File: config.mk
export PLATFORM = sky130hd
export DESIGN_NAME = irq_dispatch
export DESIGN_NICKNAME = d
export VERILOG_FILES = /design/src/rtl/irq_dispatch_pkg.sv /design/src/rtl/irq_ext_lifo.sv /design/src/rtl/irq_ext_select.sv /design/src/rtl/irq_psw_compose.sv /design/src/rtl/irq_dispatch.sv
export SDC_FILE = /design/constraint.sdc
export NUM_CORES = 2
export LEC_CHECK = 0
export ABC_AREA = 0
export CAP_MARGIN = 5
export CORE_AREA = 3 3 417 419
export DETAILED_ROUTE_END_ITERATION = 16
export DIE_AREA = 0 0 420 422
export HOLD_SLACK_MARGIN = 0.03
export MAX_ROUTING_LAYER = met4
export PLACE_DENSITY = 0.5
export SKIP_LAST_GASP = 1
export SLEW_MARGIN = 20
export SYNTH_ARGS = -nofsm -noshare
export SYNTH_HDL_FRONTEND = slang
export SYNTH_HIERARCHICAL = 1
export SYNTH_SLANG_ARGS = --single-unit
export TNS_END_PERCENT = 30
File: constraint.sdc
create_clock -name clk -period 7.99 [get_ports clk]
set_clock_uncertainty 0.2 [all_clocks]
set_input_delay 1.9975 -clock clk [delete_from_list [all_inputs] [get_ports clk]]
set_output_delay 1.9975 -clock clk [all_outputs]
set_load 0.02 [all_outputs]
File: src/rtl/irq_dispatch_pkg.sv
package irq_dispatch_pkg;
  localparam int WORD_W = 64;
  localparam int CODE_W = 16;
  localparam int P32_W  = 32;
  localparam int ILC_W  = 3;
  localparam int NCLS   = 3;

  // mask bit positions
  localparam int BIT_IO   = 57;
  localparam int BIT_EXT  = 56;
  localparam int BIT_MCK  = 50;
  localparam int BIT_WAIT = 49;
  localparam int CC_LO    = 13;

  localparam logic [CODE_W-1:0] CODE_TOD     = 16'h1004;
  localparam logic [CODE_W-1:0] CODE_CPT     = 16'h1005;
  localparam logic [CODE_W-1:0] CPU_ADDR_TAG = 16'h0D00;

  typedef enum logic [1:0] {
    CLS_EXT = 2'd0,
    CLS_PGM = 2'd1,
    CLS_SVC = 2'd2
  } irq_cls_e;

  typedef struct packed {
    logic [CODE_W-1:0] code;
    logic [P32_W-1:0]  p32;
    logic [WORD_W-1:0] p64;
  } ext_entry_t;
endpackage

File: src/rtl/irq_ext_lifo.sv
module irq_ext_lifo
  import irq_dispatch_pkg::*;
#(
  parameter int DEPTH = 4
) (
  input  logic       clk,
  input  logic       rst_n,
  input  logic       push,
  input  ext_entry_t push_data,
  input  logic       pop,
  output ext_entry_t top,
  output logic       nonempty,
  output logic       overrun
);
  localparam int CW = $clog2(DEPTH + 1);
  localparam int IW = (DEPTH > 1) ? $clog2(DEPTH) : 1;

  logic [CW-1:0] cnt_q;
  logic          full, pop_ok, wr_ok;
  logic [CW-1:0] wr_idx;
  logic [IW-1:0] top_idx;
  ext_entry_t    slot [DEPTH];

  assign full     = (cnt_q == CW'(DEPTH));
  assign nonempty = (cnt_q != '0);
  assign pop_ok   = pop && nonempty;
  // a pop frees the top slot, so a simultaneous post reuses it
  assign wr_ok    = push && (pop_ok || !full);
  assign wr_idx   = pop_ok ? cnt_q - 1'b1 : cnt_q;
  assign top_idx  = IW'(cnt_q - 1'b1);
  assign top      = nonempty ? slot[top_idx] : '0;

  for (genvar i = 0; i < DEPTH; i++) begin : g_slot
    ext_entry_t e_q;
    always_ff @(posedge clk) begin
      if (!rst_n)                           e_q <= '0;
      else if (wr_ok && wr_idx == CW'(i))   e_q <= push_data;
    end
    assign slot[i] = e_q;
  end

  always_ff @(posedge clk) begin
    if (!rst_n) begin
      cnt_q   <= '0;
      overrun <= 1'b0;
    end else begin
      if (wr_ok && !pop_ok)      cnt_q <= cnt_q + 1'b1;
      else if (pop_ok && !push)  cnt_q <= cnt_q - 1'b1;
      if (push && !pop_ok && full) overrun <= 1'b1;
    end
  end
endmodule

File: src/rtl/irq_ext_select.sv
module irq_ext_select (
  input  logic q_nonempty,
  input  logic tod_pend,
  input  logic cpt_pend,
  output logic any,
  output logic pick_q,
  output logic pick_tod,
  output logic pick_cpt
);
  // fixed order: queued entry, time-of-day, CPU timer
  assign pick_q   = q_nonempty;
  assign pick_tod = !q_nonempty && tod_pend;
  assign pick_cpt = !q_nonempty && !tod_pend && cpt_pend;
  assign any      = q_nonempty | tod_pend | cpt_pend;
endmodule

File: src/rtl/irq_psw_compose.sv
module irq_psw_compose
  import irq_dispatch_pkg::*;
(
  input  logic [WORD_W-1:0] cur_mask,
  input  logic [WORD_W-1:0] cur_addr,
  input  logic [1:0]        cur_cc,
  input  logic              add_ilc,
  input  logic [ILC_W-1:0]  ilc,
  output logic [WORD_W-1:0] old_mask,
  output logic [WORD_W-1:0] old_addr
);
  assign old_mask = {cur_mask[WORD_W-1:CC_LO+2], cur_cc, cur_mask[CC_LO-1:0]};
  assign old_addr = cur_addr + (add_ilc ? WORD_W'(ilc) : '0);
endmodule

File: src/rtl/irq_dispatch.sv
module irq_dispatch
  import irq_dispatch_pkg::*;
#(
  parameter int QDEPTH = 4
) (
  input  logic                       clk,
  input  logic                       rst_n,
  input  logic [WORD_W-1:0]          cur_mask,
  input  logic [WORD_W-1:0]          cur_addr,
  input  logic [1:0]                 cur_cc,
  input  logic [CODE_W-1:0]          cpu_num,
  input  logic                       other_running,
  input  logic                       tod_evt,
  input  logic                       cpt_evt,
  input  logic                       push_en,
  input  logic [CODE_W-1:0]          push_code,
  input  logic [P32_W-1:0]           push_p32,
  input  logic [WORD_W-1:0]          push_p64,
  input  logic                       exc_valid,
  output logic                       exc_ready,
  input  logic                       exc_svc,
  input  logic [CODE_W-1:0]          exc_code,
  input  logic [ILC_W-1:0]           exc_ilc,
  input  logic [NCLS-1:0][WORD_W-1:0] new_mask,
  input  logic [NCLS-1:0][WORD_W-1:0] new_addr,
  output logic                       out_valid,
  input  logic                       out_ready,
  output logic [1:0]                 out_class,
  output logic [WORD_W-1:0]          out_old_mask,
  output logic [WORD_W-1:0]          out_old_addr,
  output logic [CODE_W-1:0]          out_code,
  output logic [ILC_W-1:0]           out_ilc,
  output logic [P32_W-1:0]           out_p32,
  output logic [WORD_W-1:0]          out_p64,
  output logic [CODE_W-1:0]          out_cpu_addr,
  output logic                       load_valid,
  output logic [WORD_W-1:0]          load_mask,
  output logic [WORD_W-1:0]          load_addr,
  output logic [1:0]                 load_cc,
  output logic                       halted,
  output logic                       running,
  output logic                       stop_req,
  output logic                       irq_req,
  output logic                       ext_overrun
);
  typedef enum logic [1:0] {ST_IDLE, ST_OFFER, ST_LOAD} st_e;

  st_e        st_q;
  logic       tod_q, cpt_q;
  logic       q_nonempty, ext_any, pick_q, pick_tod, pick_cpt;
  ext_entry_t q_top, q_in;
  logic       idle, take_exc, take_ext, start;
  logic [WORD_W-1:0] old_mask_w, old_addr_w;

  irq_cls_e          nxt_cls;
  logic [CODE_W-1:0] nxt_code, nxt_cpu;
  logic [ILC_W-1:0]  nxt_ilc;
  logic [P32_W-1:0]  nxt_p32;
  logic [WORD_W-1:0] nxt_p64;

  irq_cls_e          cls_q;
  logic [WORD_W-1:0] sel_mask, sel_addr;
  logic              ld_wait, ld_quiet;

  assign idle     = (st_q == ST_IDLE);
  assign take_exc = idle && exc_valid;
  assign take_ext = idle && !exc_valid && cur_mask[BIT_EXT] && ext_any;
  assign start    = take_exc || take_ext;
  assign q_in     = '{code: push_code, p32: push_p32, p64: push_p64};

  irq_ext_lifo #(.DEPTH(QDEPTH)) u_lifo (
    .clk      (clk),
    .rst_n    (rst_n),
    .push     (push_en),
    .push_data(q_in),
    .pop      (take_ext && pick_q),
    .top      (q_top),
    .nonempty (q_nonempty),
    .overrun  (ext_overrun)
  );

  irq_ext_select u_sel (
    .q_nonempty(q_nonempty),
    .tod_pend  (tod_q),
    .cpt_pend  (cpt_q),
    .any       (ext_any),
    .pick_q    (pick_q),
    .pick_tod  (pick_tod),
    .pick_cpt  (pick_cpt)
  );

  irq_psw_compose u_cmp (
    .cur_mask(cur_mask),
    .cur_addr(cur_addr),
    .cur_cc  (cur_cc),
    .add_ilc (exc_valid && exc_svc),
    .ilc     (exc_ilc),
    .old_mask(old_mask_w),
    .old_addr(old_addr_w)
  );

  always_comb begin
    nxt_cls  = CLS_EXT;
    nxt_code = '0;
    nxt_ilc  = '0;
    nxt_p32  = '0;
    nxt_p64  = '0;
    nxt_cpu  = cpu_num | CPU_ADDR_TAG;
    if (exc_valid) begin
      nxt_cls  = exc_svc ? CLS_SVC : CLS_PGM;
      nxt_code = exc_code;
      nxt_ilc  = exc_ilc;
      nxt_cpu  = '0;
    end else if (pick_q) begin
      nxt_code = q_top.code;
      nxt_p32  = q_top.p32;
      nxt_p64  = q_top.p64;
    end else if (pick_tod) begin
      nxt_code = CODE_TOD;
    end else begin
      nxt_code = CODE_CPT;
    end
  end

  always_comb begin
    case (cls_q)
      CLS_PGM: begin sel_mask = new_mask[1]; sel_addr = new_addr[1]; end
      CLS_SVC: begin sel_mask = new_mask[2]; sel_addr = new_addr[2]; end
      default: begin sel_mask = new_mask[0]; sel_addr = new_addr[0]; end
    endcase
  end

  assign ld_wait  = sel_mask[BIT_WAIT];
  assign ld_quiet = !(sel_mask[BIT_IO] || sel_mask[BIT_EXT] || sel_mask[BIT_MCK]);

  always_ff @(posedge clk) begin
    if (!rst_n) begin
      st_q         <= ST_IDLE;
      tod_q        <= 1'b0;
      cpt_q        <= 1'b0;
      cls_q        <= CLS_EXT;
      out_old_mask <= '0;
      out_old_addr <= '0;
      out_code     <= '0;
      out_ilc      <= '0;
      out_p32      <= '0;
      out_p64      <= '0;
      out_cpu_addr <= '0;
      load_mask    <= '0;
      load_addr    <= '0;
      halted       <= 1'b0;
      running      <= 1'b1;
      stop_req     <= 1'b0;
    end else begin
      // new events win over the clear of the source being taken
      tod_q <= tod_evt || (tod_q && !(take_ext && pick_tod));
      cpt_q <= cpt_evt || (cpt_q && !(take_ext && pick_cpt));
      case (st_q)
        ST_IDLE: if (start) begin
          st_q         <= ST_OFFER;
          cls_q        <= nxt_cls;
          out_old_mask <= old_mask_w;
          out_old_addr <= old_addr_w;
          out_code     <= nxt_code;
          out_ilc      <= nxt_ilc;
          out_p32      <= nxt_p32;
          out_p64      <= nxt_p64;
          out_cpu_addr <= nxt_cpu;
          running      <= 1'b1;
          stop_req     <= 1'b0;
        end
        ST_OFFER: if (out_ready) begin
          st_q      <= ST_LOAD;
          load_mask <= sel_mask;
          load_addr <= sel_addr;
          halted    <= ld_wait;
          if (ld_wait && ld_quiet) begin
            running  <= 1'b0;
            stop_req <= !other_running;
          end
        end
        default: st_q <= ST_IDLE;
      endcase
    end
  end

  assign exc_ready  = idle;
  assign out_valid  = (st_q == ST_OFFER);
  assign load_valid = (st_q == ST_LOAD);
  assign out_class  = cls_q;
  assign load_cc    = load_mask[CC_LO+1:CC_LO];
  assign irq_req    = tod_q || cpt_q || q_nonempty;
endmodule

==> impl_metrics.sql <==
INSERT INTO impl_metrics (metric_group, metric, value, unit) VALUES
('detailed_routing', 'routed_wirelength', '179400', 'um'),
('clock_network', 'clkTransAtPathRegs', '60', 'ps'),
('final_layout', 'syn2layout_area_growth', '40.96', '%'),
('sta', 'timing_hold_violations_final', '0', ''),
('sta', 'layout_min_cycle_time', '5001', 'ps'),
('clock_network', 'cts_buffers', '100', ''),
('critical_path', 'crit_arrival', '5440', 'ps'),
('worst_hold_path', 'hold_start', 'out_old_addr[28]$_SDFFE_PN0P_', ''),
('final_layout', 'finalNetCount', '5586', ''),
('detailed_routing', 'routed-via-count', '33190', ''),
('detailed_routing', 'drt-vias-per-instance', '4.557', ''),
('synthesis', 'synthesis.yosys.warnings', '6', ''),
('global_routing', 'vias_in_the_first_global_route', '32180', ''),
('detailed_routing', 'route.detailed.wl_per_inst', '24.64', 'um'),
('critical_path', 'crit_path_max_fanout', '38', ''),
('clock_network', 'clock_latency', '730', 'ps'),
('sta', 'grt_setup_unrepaired', 'no', ''),
('synthesis', 'synth_enable_flop_cells', '0', ''),
('sta', 'period_share', '62.59', '%'),
('sta', 'fin_setup_tns', '0', 'ps'),
('final_layout', 'final_cell_area', '52500', 'um^2'),
('critical_path', 'r2r-start', 'u_lifo/cnt_q[1]$_SDFFE_PN0P_', ''),
('clock_network', 'clock-root-buffer', 'sky130_fd_sc_hd__clkbuf_16', ''),
('floorplan', 'design.die.area', '177200', 'um^2'),
('critical_path', 'reg2reg_depth', '14', ''),
('worst_hold_path', 'whs_endpoint', 'out_old_addr[28]$_SDFFE_PN0P_', ''),
('detailed_routing', 'drt_pre_antenna_iters', '5', ''),
('global_routing', 'grt_pass1_wl', '248000', 'um'),
('sta', 'fmaxAchievable', '200.0', 'MHz'),
('synthesis', 'syn-num-nets', '4810', ''),
('floorplan', 'placement_rows', '152', ''),
('critical_path', 'minimum_setup_slack_among_reg_to_reg_paths', '3430', 'ps'),
('floorplan', 'start_util', '21.79', '%'),
('critical_path', 'critical_path.reg2reg.endpoint', 'u_lifo/g_slot[3].e_q[34]$_SDFFE_PN0P_', ''),
('floorplan', 'fp.dieW', '420', 'um'),
('synthesis', 'cell_accounting_for_the_most_synthesized_area', 'sky130_fd_sc_hd__dfxtp_1', ''),
('clock_network', 'ctsLongestPathBuffers', '3', ''),
('placement', 'placed_cell_area', '48820', 'um^2'),
('clock_network', 'cts_setup_buffers', '0', ''),
('clock_network', 'cts_tree', 'yes', ''),
('placement', 'portBuffers', '1063', ''),
('synthesis', 'synth.lib_cells_used.distinct', '70', ''),
('synthesis', 'number_of_register_bits_inferred_by_synthesis', '845', ''),
('global_routing', 'grt_start_max_net_pins', '189', ''),
('clock_network', 'cts_hold_buffers', '0', ''),
('run_status', 'status', 'finished, final reports clean', ''),
('synthesis', 'netlist.area_leader.share', '45.42', '%'),
('placement', 'preCtsSetupSlack', '2237', 'ps'),
('sta', 'finalSetupViolations', '0', ''),
('worst_hold_path', 'worstHoldPathType', 'reg -> reg', ''),
('clock_network', 'clock_tree.htree_level_count', '3', ''),
('power', 'pwr_density_cell', '252.1', 'nW/um^2'),
('global_routing', 'gr-total-overflow', '0', ''),
('power', 'finalPower', '13240', 'uW'),
('detailed_routing', 'drt_iter0_markers', '2525', ''),
('placement', 'gp_congestion', '0.9703', ''),
('sta', 'max_slew_headroom', '20.20', '%'),
('synthesis', 'mappedNetlistArea', '37250', 'um^2'),
('global_routing', 'track_usage', '19.91', '%'),
('final_layout', 'most_common_library_cell_in_the_layout_ignoring_fill_and_taps', 'sky130_fd_sc_hd__clkdlybuf4s50_1', ''),
('sta', 'slew_viol_final', '0', ''),
('sta', 'finalWorstSetupSlack', '2989', 'ps'),
('critical_path', 'worst_setup_path_end_kind', 'register', ''),
('floorplan', 'chipHeight', '422', 'um'),
('clock_network', 'clkSinkCount', '845', ''),
('critical_path', 'worst_setup_path_category', 'in -> reg', ''),
('final_layout', 'drive_gt1_share', '8.113', '%'),
('global_routing', 'antenna_found_initial', '72', ''),
('synthesis', 'syn-instance-count', '4131', ''),
('placement', 'final_hpwl_dp', '127700', 'um'),
('detailed_routing', 'remaining_drcs', '0', '');
==> worst max path at each step <==
stage	from	endpoint	slack (ps)	cells past startpoint
finish	cur_mask[56]	u_lifo/g_slot[3].e_q[34]$_SDFFE_PN0P_	2990	10
global route	exc_valid	out_old_addr[59]$_SDFFE_PN0P_	2780	13
CTS	u_lifo/cnt_q[1]$_SDFFE_PN0P_	irq_req	2940	6
detailed placement	cur_mask[56]	u_lifo/g_slot[3].e_q[34]$_SDFFE_PN0P_	2240	10
global placement	cur_mask[56]	u_lifo/g_slot[3].e_q[40]$_SDFFE_PN0P_	2310	10
floorplan	exc_valid	out_old_addr[30]$_SDFFE_PN0P_	3410	14
==> power by group <==
| group | internal [uW] | leakage, uW | switching (uW) |
|---|---|---|---|
| sequential | 4650 | 0.00687 | 226 |
| combinational | 1340 | 0.00947 | 2160 |
| clock | 2860 | 0.00172 | 2000 |
==> flip-flops by register name (all words and copies together), names as in the netlist <==
register and flops:
out_ilc 3, st_q 2, out_p64 64, u_lifo/cnt_q 3, out_old_mask 64, out_code 16, cpt_q 1, u_lifo/overrun 1
load_addr 64, out_cpu_addr 14, stop_req 1, out_p32 32, running 1, out_class 2, u_lifo/g_slot.e_q 448, tod_q 1
out_old_addr 64, load_mask 64
==> cells by family (layout without fill, tap and decap cells) <==
| kind of cell | after synthesis | after routing | share of synthesized area, % |
|---|---|---|---|
| simple gates | 1531 | 1531 | 18.75 |
| compound gates | 904 | 904 | 14.66 |
| flops | 845 | 845 | 45.42 |
| buf+inv | 443 | 1304 | 6.571 |
| mux | 336 | 336 | 12.79 |
| xor+xnor | 63 | 63 | 1.481 |
| fa+ha+maj | 9 | 9 | 0.3225 |
| other cells | 0 | 57 | 0 |
==> metrics by stage <==
step                      instances  utilization (%)
after floorplan                4131                -
after global placement         7037            28.55
after detailed placement       7037            28.55
after CTS                      7224            30.62
after global routing           7279            30.70
final                          7282            30.71
==> worst max-delay path, stage by stage <==
cell and delay (ps):
sky130_fd_sc_hd__clkdlybuf4s50_1 620, sky130_fd_sc_hd__and2_1 220, sky130_fd_sc_hd__and3_1 300, sky130_fd_sc_hd__and2_1 490, sky130_fd_sc_hd__nand2b_1 160, sky130_fd_sc_hd__nor4_2 150
sky130_fd_sc_hd__o21ai_1 190, sky130_fd_sc_hd__nor3_4 250, sky130_fd_sc_hd__buf_4 690, sky130_fd_sc_hd__mux2i_1 280
==> layer usage <==
metal | global-route usage, % | vias to the layer above | part of all wire, %
met5 | - | - | 0
met4 | 12.01 | 0 | 6.1
met3 | 4.322 | 285 | 5.2
met2 | 33.15 | 927 | 50
met1 | 21.65 | 16050 | 39
li1 | - | 15930 | -
==> layout make-up <==
class	count	area, um^2
fill	17930	118500
multi-input combinational	2843	17960
sequential	845	16920
antenna	57	142.6
timing repair buffer	1098	11070
clock inverter	45	613.1
tap	2233	2794
inverter	19	80.08
clock buffer	142	2922
==> cells in the mapped netlist (all sizes together) (3+ instances only) <==
cell type,instances
mux2i,224
o221ai,3
xnor2,28
a22oi,124
nor2,55
xor2,35
ha,8
a221oi,17
a21o,3
mux4,112
nor2b,8
dfxtp,845
nor3,35
o211ai,5
nand2,1002
nor4,6
or3,3
nand3,252
and4,4
nand4,16
o21ai,354
and3,9
inv,18
a21oi,267
and2,124
a211oi,4
clkbuf,165
o21a,6
a22o,112
nor3b,3
buf,259
nand2b,7
Note: power is estimated with default switching activity, not from simulation.
